[config.mk]
export PLATFORM = sky130hd
export DESIGN_NAME = npcPredictor
export DESIGN_NICKNAME = d
export VERILOG_FILES = /design/src/rtl/npc_pkg.sv /design/src/rtl/npc_ctrl.sv /design/src/rtl/npc_datapath.sv /design/src/rtl/npc_predictor.sv
export SDC_FILE = /design/constraint.sdc
export NUM_CORES = 1
export LEC_CHECK = 0
export BUFFER_PORTS_ARGS = -buffer_cell sky130_fd_sc_hd__buf_2
export CAP_MARGIN = 20
export CORE_MARGIN = 10
export CORE_UTILIZATION = 45
export DETAILED_ROUTE_END_ITERATION = 6
export PLACE_DENSITY = 0.72
export SYNTH_ARGS = -nofsm -noshare
export SYNTH_HDL_FRONTEND = slang
export SYNTH_SLANG_ARGS = --single-unit
[constraint.sdc]
create_clock -name clk -period 5.4 [get_ports clk]
set_clock_uncertainty 0.1 [all_clocks]
set_input_delay 0.27 -clock clk [delete_from_list [all_inputs] [get_ports clk]]
set_output_delay 0.27 -clock clk [all_outputs]
set_load 0.02 [all_outputs]
[src/rtl/npc_pkg.sv]
package npc_pkg;

  typedef enum logic [1:0] {
    KIND_BRANCH = 2'd0,
    KIND_CALL   = 2'd1,
    KIND_RET    = 2'd2,
    KIND_JUMP   = 2'd3
  } npcKind_t;

  // strobes from control to datapath
  typedef struct packed {
    logic push;
    logic pop;
    logic selRas;
    logic selTgt;
    logic wrEntry;
  } npcStrb_t;

endpackage

[src/rtl/npc_ctrl.sv]
module npcCtrl
  import npc_pkg::*;
#(
  parameter int PC_W  = 32,
  parameter int IDX_W = 4,
  parameter int TAG_W = 8
) (
  input  logic             clk,
  input  logic             rstN,
  input  logic             fetchValid,
  input  logic [PC_W-1:0]  fetchPc,
  input  logic             predTaken,
  input  logic             updValid,
  input  logic             updMispredict,
  input  logic             lkValid,
  input  logic [TAG_W-1:0] lkTag,
  input  npcKind_t         lkKind,
  output npcStrb_t         strb,
  output logic             hit
);

  localparam int TAG_LO = IDX_W + 2;
  localparam int TAG_HI = IDX_W + TAG_W + 1;

  logic [TAG_W-1:0] fetchTag;
  logic isCall, isRet, isBranch;

  assign fetchTag = fetchPc[TAG_HI:TAG_LO];
  assign hit      = lkValid && (lkTag == fetchTag);

  always_comb begin
    isCall   = hit && (lkKind == KIND_CALL);
    isRet    = hit && (lkKind == KIND_RET);
    isBranch = hit && (lkKind == KIND_BRANCH);
    strb         = '0;
    strb.push    = fetchValid && isCall;
    strb.pop     = fetchValid && isRet;
    strb.selRas  = isRet;
    strb.selTgt  = hit && !isRet && (!isBranch || predTaken);
    strb.wrEntry = updValid && updMispredict;
  end

  // a single fetch never pushes and pops together
  assert_push_pop_excl_R8: assert property (@(posedge clk) disable iff (!rstN)
    $onehot0({strb.push, strb.pop}));

  // no stack action without a valid fetch
  assert_idle_no_stack_R12: assert property (@(posedge clk) disable iff (!rstN)
    !fetchValid |-> !(strb.push || strb.pop));

endmodule

[src/rtl/npc_datapath.sv]
module npcDatapath
  import npc_pkg::*;
#(
  parameter int PC_W      = 32,
  parameter int IDX_W     = 4,
  parameter int TAG_W     = 8,
  parameter int RAS_DEPTH = 8
) (
  input  logic             clk,
  input  logic             rstN,
  input  logic [PC_W-1:0]  fetchPc,
  input  logic [PC_W-1:0]  updPc,
  input  logic [PC_W-1:0]  updTarget,
  input  npcKind_t         updKind,
  input  npcStrb_t         strb,
  output logic             lkValid,
  output logic [TAG_W-1:0] lkTag,
  output npcKind_t         lkKind,
  output logic [PC_W-1:0]  nextPc
);

  localparam int ENTRIES = 1 << IDX_W;
  localparam int TAG_LO  = IDX_W + 2;
  localparam int TAG_HI  = IDX_W + TAG_W + 1;
  localparam int RAS_PW  = (RAS_DEPTH > 1) ? $clog2(RAS_DEPTH) : 1;

  logic [ENTRIES-1:0] validBits;
  logic [TAG_W-1:0]   tagMem [ENTRIES];
  logic [PC_W-1:0]    tgtMem [ENTRIES];
  npcKind_t           kindMem[ENTRIES];

  logic [PC_W-1:0]    rasMem [RAS_DEPTH];
  logic [RAS_PW-1:0]  rasPtr;
  logic [PC_W-1:0]    rasTop;
  logic [PC_W-1:0]    pushData;
  logic [PC_W-1:0]    seqPc;

  logic [IDX_W-1:0]   fetchIdx, updIdx;

  assign fetchIdx = fetchPc[IDX_W+1:2];
  assign updIdx   = updPc[IDX_W+1:2];

  // table read
  assign lkValid = validBits[fetchIdx];
  assign lkTag   = tagMem[fetchIdx];
  assign lkKind  = kindMem[fetchIdx];

  // table write, one entry per mispredict
  always_ff @(posedge clk) begin
    if (!rstN) begin
      validBits <= '0;
    end else if (strb.wrEntry) begin
      validBits[updIdx] <= 1'b1;
    end
  end

  always_ff @(posedge clk) begin
    if (strb.wrEntry) begin
      tagMem[updIdx]  <= updPc[TAG_HI:TAG_LO];
      tgtMem[updIdx]  <= updTarget;
      kindMem[updIdx] <= updKind;
    end
  end

  // circular return stack
  assign seqPc    = fetchPc + PC_W'(4);
  assign pushData = seqPc;
  assign rasTop   = rasMem[rasPtr - RAS_PW'(1)];

  always_ff @(posedge clk) begin
    if (!rstN) begin
      rasPtr <= '0;
    end else if (strb.push) begin
      rasPtr <= rasPtr + RAS_PW'(1);
    end else if (strb.pop) begin
      rasPtr <= rasPtr - RAS_PW'(1);
    end
  end

  generate
    for (genvar s = 0; s < RAS_DEPTH; s++) begin : g_slot
      always_ff @(posedge clk) begin
        if (!rstN) begin
          rasMem[s] <= '0;
        end else if (strb.push && (rasPtr == RAS_PW'(s))) begin
          rasMem[s] <= pushData;
        end
      end
    end
  endgenerate

  // next-PC select
  always_comb begin
    if (strb.selRas)      nextPc = rasTop;
    else if (strb.selTgt) nextPc = tgtMem[fetchIdx];
    else                  nextPc = seqPc;
  end

  // a pushed return address is the new stack top
  assert_push_top_R8: assert property (@(posedge clk) disable iff (!rstN)
    strb.push |=> rasTop == $past(pushData));

  // a mispredict write leaves the new target in its entry
  assert_write_target_R11: assert property (@(posedge clk) disable iff (!rstN)
    strb.wrEntry |=> tgtMem[$past(updIdx)] == $past(updTarget));

  // without a write the valid bits never change
  assert_no_write_R10: assert property (@(posedge clk) disable iff (!rstN)
    !strb.wrEntry |=> $stable(validBits));

  // stack pointer holds when the stack is not touched
  assert_ptr_hold_R12: assert property (@(posedge clk) disable iff (!rstN)
    !(strb.push || strb.pop) |=> $stable(rasPtr));

endmodule

[src/rtl/npc_predictor.sv]
module npcPredictor
  import npc_pkg::*;
#(
  parameter int PC_W      = 32,
  parameter int IDX_W     = 4,
  parameter int TAG_W     = 8,
  parameter int RAS_DEPTH = 8
) (
  input  logic            clk,
  input  logic            rstN,
  input  logic            fetchValid,
  input  logic [PC_W-1:0] fetchPc,
  input  logic            predTaken,
  input  logic            updValid,
  input  logic [PC_W-1:0] updPc,
  input  logic [PC_W-1:0] updTarget,
  input  logic [1:0]      updKind,
  input  logic            updMispredict,
  output logic [PC_W-1:0] nextPc,
  output logic            predHit
);

  npcStrb_t         strb;
  logic             lkValid;
  logic [TAG_W-1:0] lkTag;
  npcKind_t         lkKind;

  npcCtrl #(.PC_W(PC_W), .IDX_W(IDX_W), .TAG_W(TAG_W)) u_ctrl (
    .clk(clk), .rstN(rstN), .fetchValid(fetchValid), .fetchPc(fetchPc),
    .predTaken(predTaken), .updValid(updValid), .updMispredict(updMispredict),
    .lkValid(lkValid), .lkTag(lkTag), .lkKind(lkKind),
    .strb(strb), .hit(predHit)
  );

  npcDatapath #(.PC_W(PC_W), .IDX_W(IDX_W), .TAG_W(TAG_W), .RAS_DEPTH(RAS_DEPTH)) u_dp (
    .clk(clk), .rstN(rstN), .fetchPc(fetchPc), .updPc(updPc),
    .updTarget(updTarget), .updKind(npcKind_t'(updKind)), .strb(strb),
    .lkValid(lkValid), .lkTag(lkTag), .lkKind(lkKind), .nextPc(nextPc)
  );

  // a miss always falls through to the sequential address
  assert_miss_seq_R4: assert property (@(posedge clk) disable iff (!rstN)
    !predHit |-> nextPc == fetchPc + PC_W'(4));

endmodule

# == Word-level counts from Yosys, hierarchy flattened ==
# Memory sizes are Yosys's and may differ from the RTL's.
# Cells that the tools add are included.
# totals
rom_bits,0
ramBits,928
latch_bits,0
inputBits,104
output_inout_bits,33
word_cells,98
register_bits,19
memories,4
# mem_list
memory,words,width,read_ports,rd_ports_with_merged_regs,write_ports,line,rtl
u_dp.tgtMem,16,32,1,0,1,npc_datapath.sv:29,logic [PC_W-1:0] tgtMem [ENTRIES];
u_dp.rasMem,8,32,1,0,8,npc_datapath.sv:32,logic [PC_W-1:0] rasMem [RAS_DEPTH];
u_dp.tagMem,16,8,1,0,1,npc_datapath.sv:28,logic [TAG_W-1:0] tagMem [ENTRIES];
u_dp.kindMem,16,2,1,0,1,npc_datapath.sv:30,npcKind_t kindMem[ENTRIES];
# classes
reduce_logical,24
mux,43
shifts,0
bitwise_logic,9
eq_ne,10
multipliers,0
n_addsub,3
div,0
n_lt_le_gt_ge,3
# op_table
op,count
2-to-1 mux 32 bit,10
"adder 32 x 3 -> 32 bit, second input constant",1
2-to-1 mux 1 bit,29
logical AND 1 bit,18
OR 16 bit,1
"equality test 3 bit, second input constant",4
"< comparator 4 x 5 -> 1 bit, second input constant",2
equality test 8 bit,1
OR 1 bit,8
"equality test 3 x 2 -> 1 bit, second input constant",2
2-to-1 mux 3 bit,2
binary-select mux 1 bit (select 4 bit),1
demux 1 bit (select 4 bit),1
"greater-or-equal comparator 4 x 1 -> 1 bit, second input constant",1
"adder 3 x 1 -> 3 bit, second input constant",1
"equality test 3 x 1 -> 1 bit, second input constant",1
logical NOT 3 bit,1
"subtractor 3 x 1 -> 3 bit, second input constant",1
"equality test 2 x 1 -> 1 bit, second input constant",1
"equality test 2 bit, second input constant",1
logical NOT 1 bit,2
logical NOT 2 bit,1
nonzero test 2 bit,1
logical OR 1 bit,1

# == Logic depth before layout (Yosys ltp) ==
# depth
word_depth,10
depth_mapped,14
ltp_nobuf,8

# == Cells and area by module ==
# From an unflattened synthesis, not the netlist that was laid out.
# unflattened
cells_unflattened,1943
hier_area_um2,38107.8
# by_module_without_submodules
mod,area_each_um2,seq_area_each_um2,instances,cells_per_inst
npcDatapath,37921.4,28247.1,1,1915
npcCtrl,186.4,0.0,1,28

# == Worst setup path before layout ==
# No wires, ideal clock.
# synth_timing
kind,input -> register
startpoint,input port fetchPc[3]
endpoint,"memory u_dp.rasMem[3][0], enable pin"
arrival_time_ps,4919
slack_ps,-89
setup_time_ps,470
path_stages,11
required_ps,4830
cell_sequence,buf_6 -> buf_6 -> buf_6 -> mux4_2 -> mux2i_1 -> xnor2_1 -> o32ai_2 -> nand3_2 -> or3_1 -> clkbuf_1 -> o31ai_1
# synth_rtl
item,line,rtl
"start, declared",npc_predictor.sv:12,"input logic [PC_W-1:0] fetchPc,"
"end, declared",npc_datapath.sv:32,

# == Final worst setup path ==
# layout_timing
startpoint,input port fetchPc[3]
endpoint,output port nextPc[3]
# layout_via
elab_chain_cells,9
# layout_lines
item,line,rtl
memory read (16 x 8 bit) / binary-select mux 1 bit (select 4 bit) (equally long branches),n/a,
equality test 8 bit / 2-to-1 mux 1 bit (equally long branches),"npc_ctrl.sv:29, npc_datapath.sv:44",
logical AND 1 bit,npc_ctrl.sv:29,assign hit = lkValid && (lkTag == fetchTag);
logical AND 1 bit (on tied branches),"npc_ctrl.sv:33, npc_ctrl.sv:34",
logical NOT 1 bit,npc_ctrl.sv:39,strb.selTgt = hit && !isRet && (!isBranch || predTaken);
logical AND 1 bit / logical OR 1 bit (equally long branches),npc_ctrl.sv:39,
logical AND 1 bit,npc_ctrl.sv:39,
2-to-1 mux 32 bit,npc_datapath.sv:95,else if (strb.selTgt) nextPc = tgtMem[fetchIdx];
2-to-1 mux 32 bit *,npc_datapath.sv:94,if (strb.selRas) nextPc = rasTop;
"end, declared",npc_predictor.sv:19,"output logic [PC_W-1:0] nextPc,"
# Mark *: on every way between the ends. The rest lies on a longest branch, timed or not. The select of a mux whose other input is x is not followed.

==> run_results.csv <==
group,metric,value,unit
drt,avgViaCountPerCell,6.16,
clock_tree,clock_latency,0.65,ns
setup_path,cp_num_buf_inv,3,
yosys,synth-seq-area-share,0.709,
clock_tree,clk_path_buf_depth,3,
timing,slew_headroom,0.308,
global_route,track_usage,0.190,
cells_and_area,final_cell_area,0.0457,mm^2
drt,via_count,21446,
cells_and_area,instances_no_fill,3479,
power,power_density,349,mW/mm^2
yosys,synth_nets,2169,
floorplanning,core-area,0.0881,mm^2
timing,final_hold_viol_count,0,
clock_tree,root_buffer,"clkbuf_16",
timing,max_freq,215,MHz
global_route,grt_remaining_overflow,0,
power,p_comb_frac,0.062,
placed_design,io_buffers,116,
floorplanning,ios,137,
cells_and_area,synthToLayoutAreaGrowth,14.7,%
timing,slew_viol_final,0,
yosys,synth_flop_cell,"edfxtp_1",
setup_path,cp_top_family,"simple AND/OR/NAND/NOR gates",
yosys,yosys_warnings,0,
setup_path,cpMaxStageDelayCell,"or3_1",
placed_design,hpwl,55900,um
timing,fin_crit_sh,0.861,
cells_and_area,drive_above_1_share,0.327,
yosys,synth-edff-count,928,
yosys,synthDistinctLibCells,59,
power,power,0.0159,W
global_route,grt_max_degree,84,
clock_tree,cts_resized,0,
placed_design,placed_area,0.0420,mm^2
yosys,synth.area.top_cells,"edfxtp_1 70%, mux4_2 15%, nor3_2 2.9%, nor3_1 1.8%, mux2i_1 1.6%",
clock_tree,htreeDepth,3,
power,leakagePower,14.4,nW
job,max_cap_violations,0,
power,switching_share,0.213,
clock_tree,cts-buffers-inserted,94,
setup_path,endpoint_kind,"primary output",
yosys,synth_area_leader_cell,"edfxtp_1",
setup_path,crit_type,"primary input to primary output",
setup_path,critical_path_depth,10,
power,irDropWorstVdd,390,uV
global_route,grt_pass1_vias,22062,
hold_path,worstHoldPathType,"primary input to flop",
setup_path,ff2ff_path_depth,9,
drt,totalWireLength,98100,um
cells_and_area,num-fill-cells,6938,
timing,final.min_clock_period,4.65,ns
setup_path,cp-start-kind,"primary input",
floorplanning,initial_utilization,0.452,
setup_path,critPathMaxFanout,75,
setup_path,crit_chain,"clkbuf_8, mux4_2, and4_1, a2111oi_0, nand3_1, nand3_2, or3_1, inv_1, a21oi_1, buf_2",
placed_design,finalWeightedCongestion,0.790,
clock_tree,path_clk_slew,0.07,ns
cells_and_area,final_core_util,0.519,
yosys,syn_avg_cell_area,19.4,um^2
timing,finalSetupViolCount,0,
placed_design,dp_cells,3262,
floorplanning,core.rowCount,109,
timing,tightest_slew,1.03,ns
yosys,yosysTopAreaCellShare,0.699,
global_route,grt_pass1_wl,145000,um
yosys,syn-cell-area,0.0399,mm^2
floorplanning,die_w,318,um
floorplanning,die_h,318,um
floorplanning,dieArea,0.101,mm^2
drt,ant_nets,0,
global_route,antenna_found_initial,14,
cells_and_area,fin_nets,2351,
setup_path,slowest_delay,0.71,ns
clock_tree,cts_tree,"yes",
hold_path,holdPathStages,3,
yosys,syn-instance-count,2057,
power,clkPwrFrac,0.423,
power,pwr-share-seq,0.516,
power,p_int,0.0125,W
cells_and_area,final_common_cell,"edfxtp_1",
cells_and_area,final_cell_mix,"928 x edfxtp_1, 259 x mux4_2, 140 x nor3_1",
power,switchingPower,0.00340,W
clock_tree,cts_sinks,947,
setup_path,required,5.03,ns
timing,rsz0062_at_grt,"false",
yosys,synth_async_sr_flop_share,0,
drt,route.detailed.drc,0,
drt,drt_iter0_markers,2865,
yosys,synth-seq-cells,947,
setup_path,cp_data_arrival_time,4.28,ns
drt,first_pass_iters,6,
drt,wire_per_inst,28.2,um
run_status,status,"finished clean",
-- layout make-up --
cell class	instances	area [um^2]	area share
clock buffers	108	2410	0.0528
clock inverters	61	790	0.0173
repair buffers	244	1760	0.0385
flip-flops and latches	947	28300	0.618
inverters	12	45.0	0.000985
multi-input cells	940	11000	0.240
diodes	2	5.00	0.000109
well taps	1165	1460	0.0319
-- tightest hold or removal path: cells and delay by family --
kind,cells,cell delay (ns)
and+or+nand+nor,2,0.16
buffers and inverters,1,0.19
-- stage by stage --
stage                     worst slack, ns  TNS, ns  hold WS, ns
after floorplan                   -0.0894   -22.86        0.269
after detailed placement            0.823        0        0.350
after global placement              0.800        0        0.341
after global routing                0.560        0       0.0366
final                               0.751        0       0.0472
after CTS                           0.807        0      0.00969
-- metal layers --
layer  vias up  global-route usage  wire length (um)
met5         -                   0                85
met4        14              0.0543              2270
met3       180              0.0328              8880
met2      1130               0.308             48000
met1     11186               0.264             38900
li1       8936                   -                 -
-- registers in the layout, summed over array words and instances, names as in the netlist --
name	count
u_dp.kindMem	32
u_dp.validBits	16
u_dp.rasPtr	3
u_dp.tgtMem	512
u_dp.rasMem	256
u_dp.tagMem	128
-- cell usage after synthesis (all sizes together) (2+ instances only) --
cell	instances
nand2b	4
a21oi	35
nand2	46
or3	3
nor2b	6
mux2	2
nor3	259
o21ai	9
a41oi	4
a32oi	2
and4	3
nand4b	2
buf	80
xor2	18
inv	12
or2	2
mux2i	63
a2bb2oi	28
mux4	259
o21a	17
a2111oi	3
a211o	2
clkbuf	78
o31ai	8
xnor2	20
dfxtp	19
a22oi	6
and3	7
nand4	11
edfxtp	928
nor2	31
and2	2
o211ai	2
nor4	38
nor4b	4
or4	3
o32ai	2
nor4bb	2
and4b	2
nand3	16
ha	8
-- kinds of logic after synthesis --
kind of cell | count (synthesis) | synth area share
AOI/OAI and AO/OA | 126 | 0.0228
DFF | 947 | 0.709
xor gates and xnor gates | 38 | 0.00835
adders and majority gates | 8 | 0.00251
buffers and inverters | 170 | 0.0226
muxes | 324 | 0.163
and+or+nand+nor | 444 | 0.0723
-- power by group through the flow --
stage	Combinational, W	Sequential (W)	Clock (W)
2_1_floorplan	0.000547	0.00837	0
3_3_place_gp	0.000911	0.00836	0
3_5_place_dp	0.000935	0.00838	0
4_1_cts	0.000970	0.00822	0.00682
5_1_grt	0.00104	0.00823	0.00711
6_report	0.000980	0.00822	0.00674
-- final timing paths --
| path | start | endpoint | slack, ns |
|---|---|---|---|
| worst max-delay path | fetchPc[3] | nextPc[3] | 0.75 |
| worst max register to register | u_dp.tagMem[3][5] | u_dp.rasMem[5][29] | 1.45 |
| worst min-delay path | fetchValid | u_dp.rasMem[2][2] | 0.05 |
| worst min register to register | u_dp.validBits[1] | u_dp.validBits[1] | 0.37 |
-- repair_timing --
action / 4_1_cts / 5_1_grt
hold endpoints to repair: 681 / 0
buffers inserted: 0 / 0
hold buffers: 44 / 0
No activity file was read; power rests on OpenSTA's default activity.
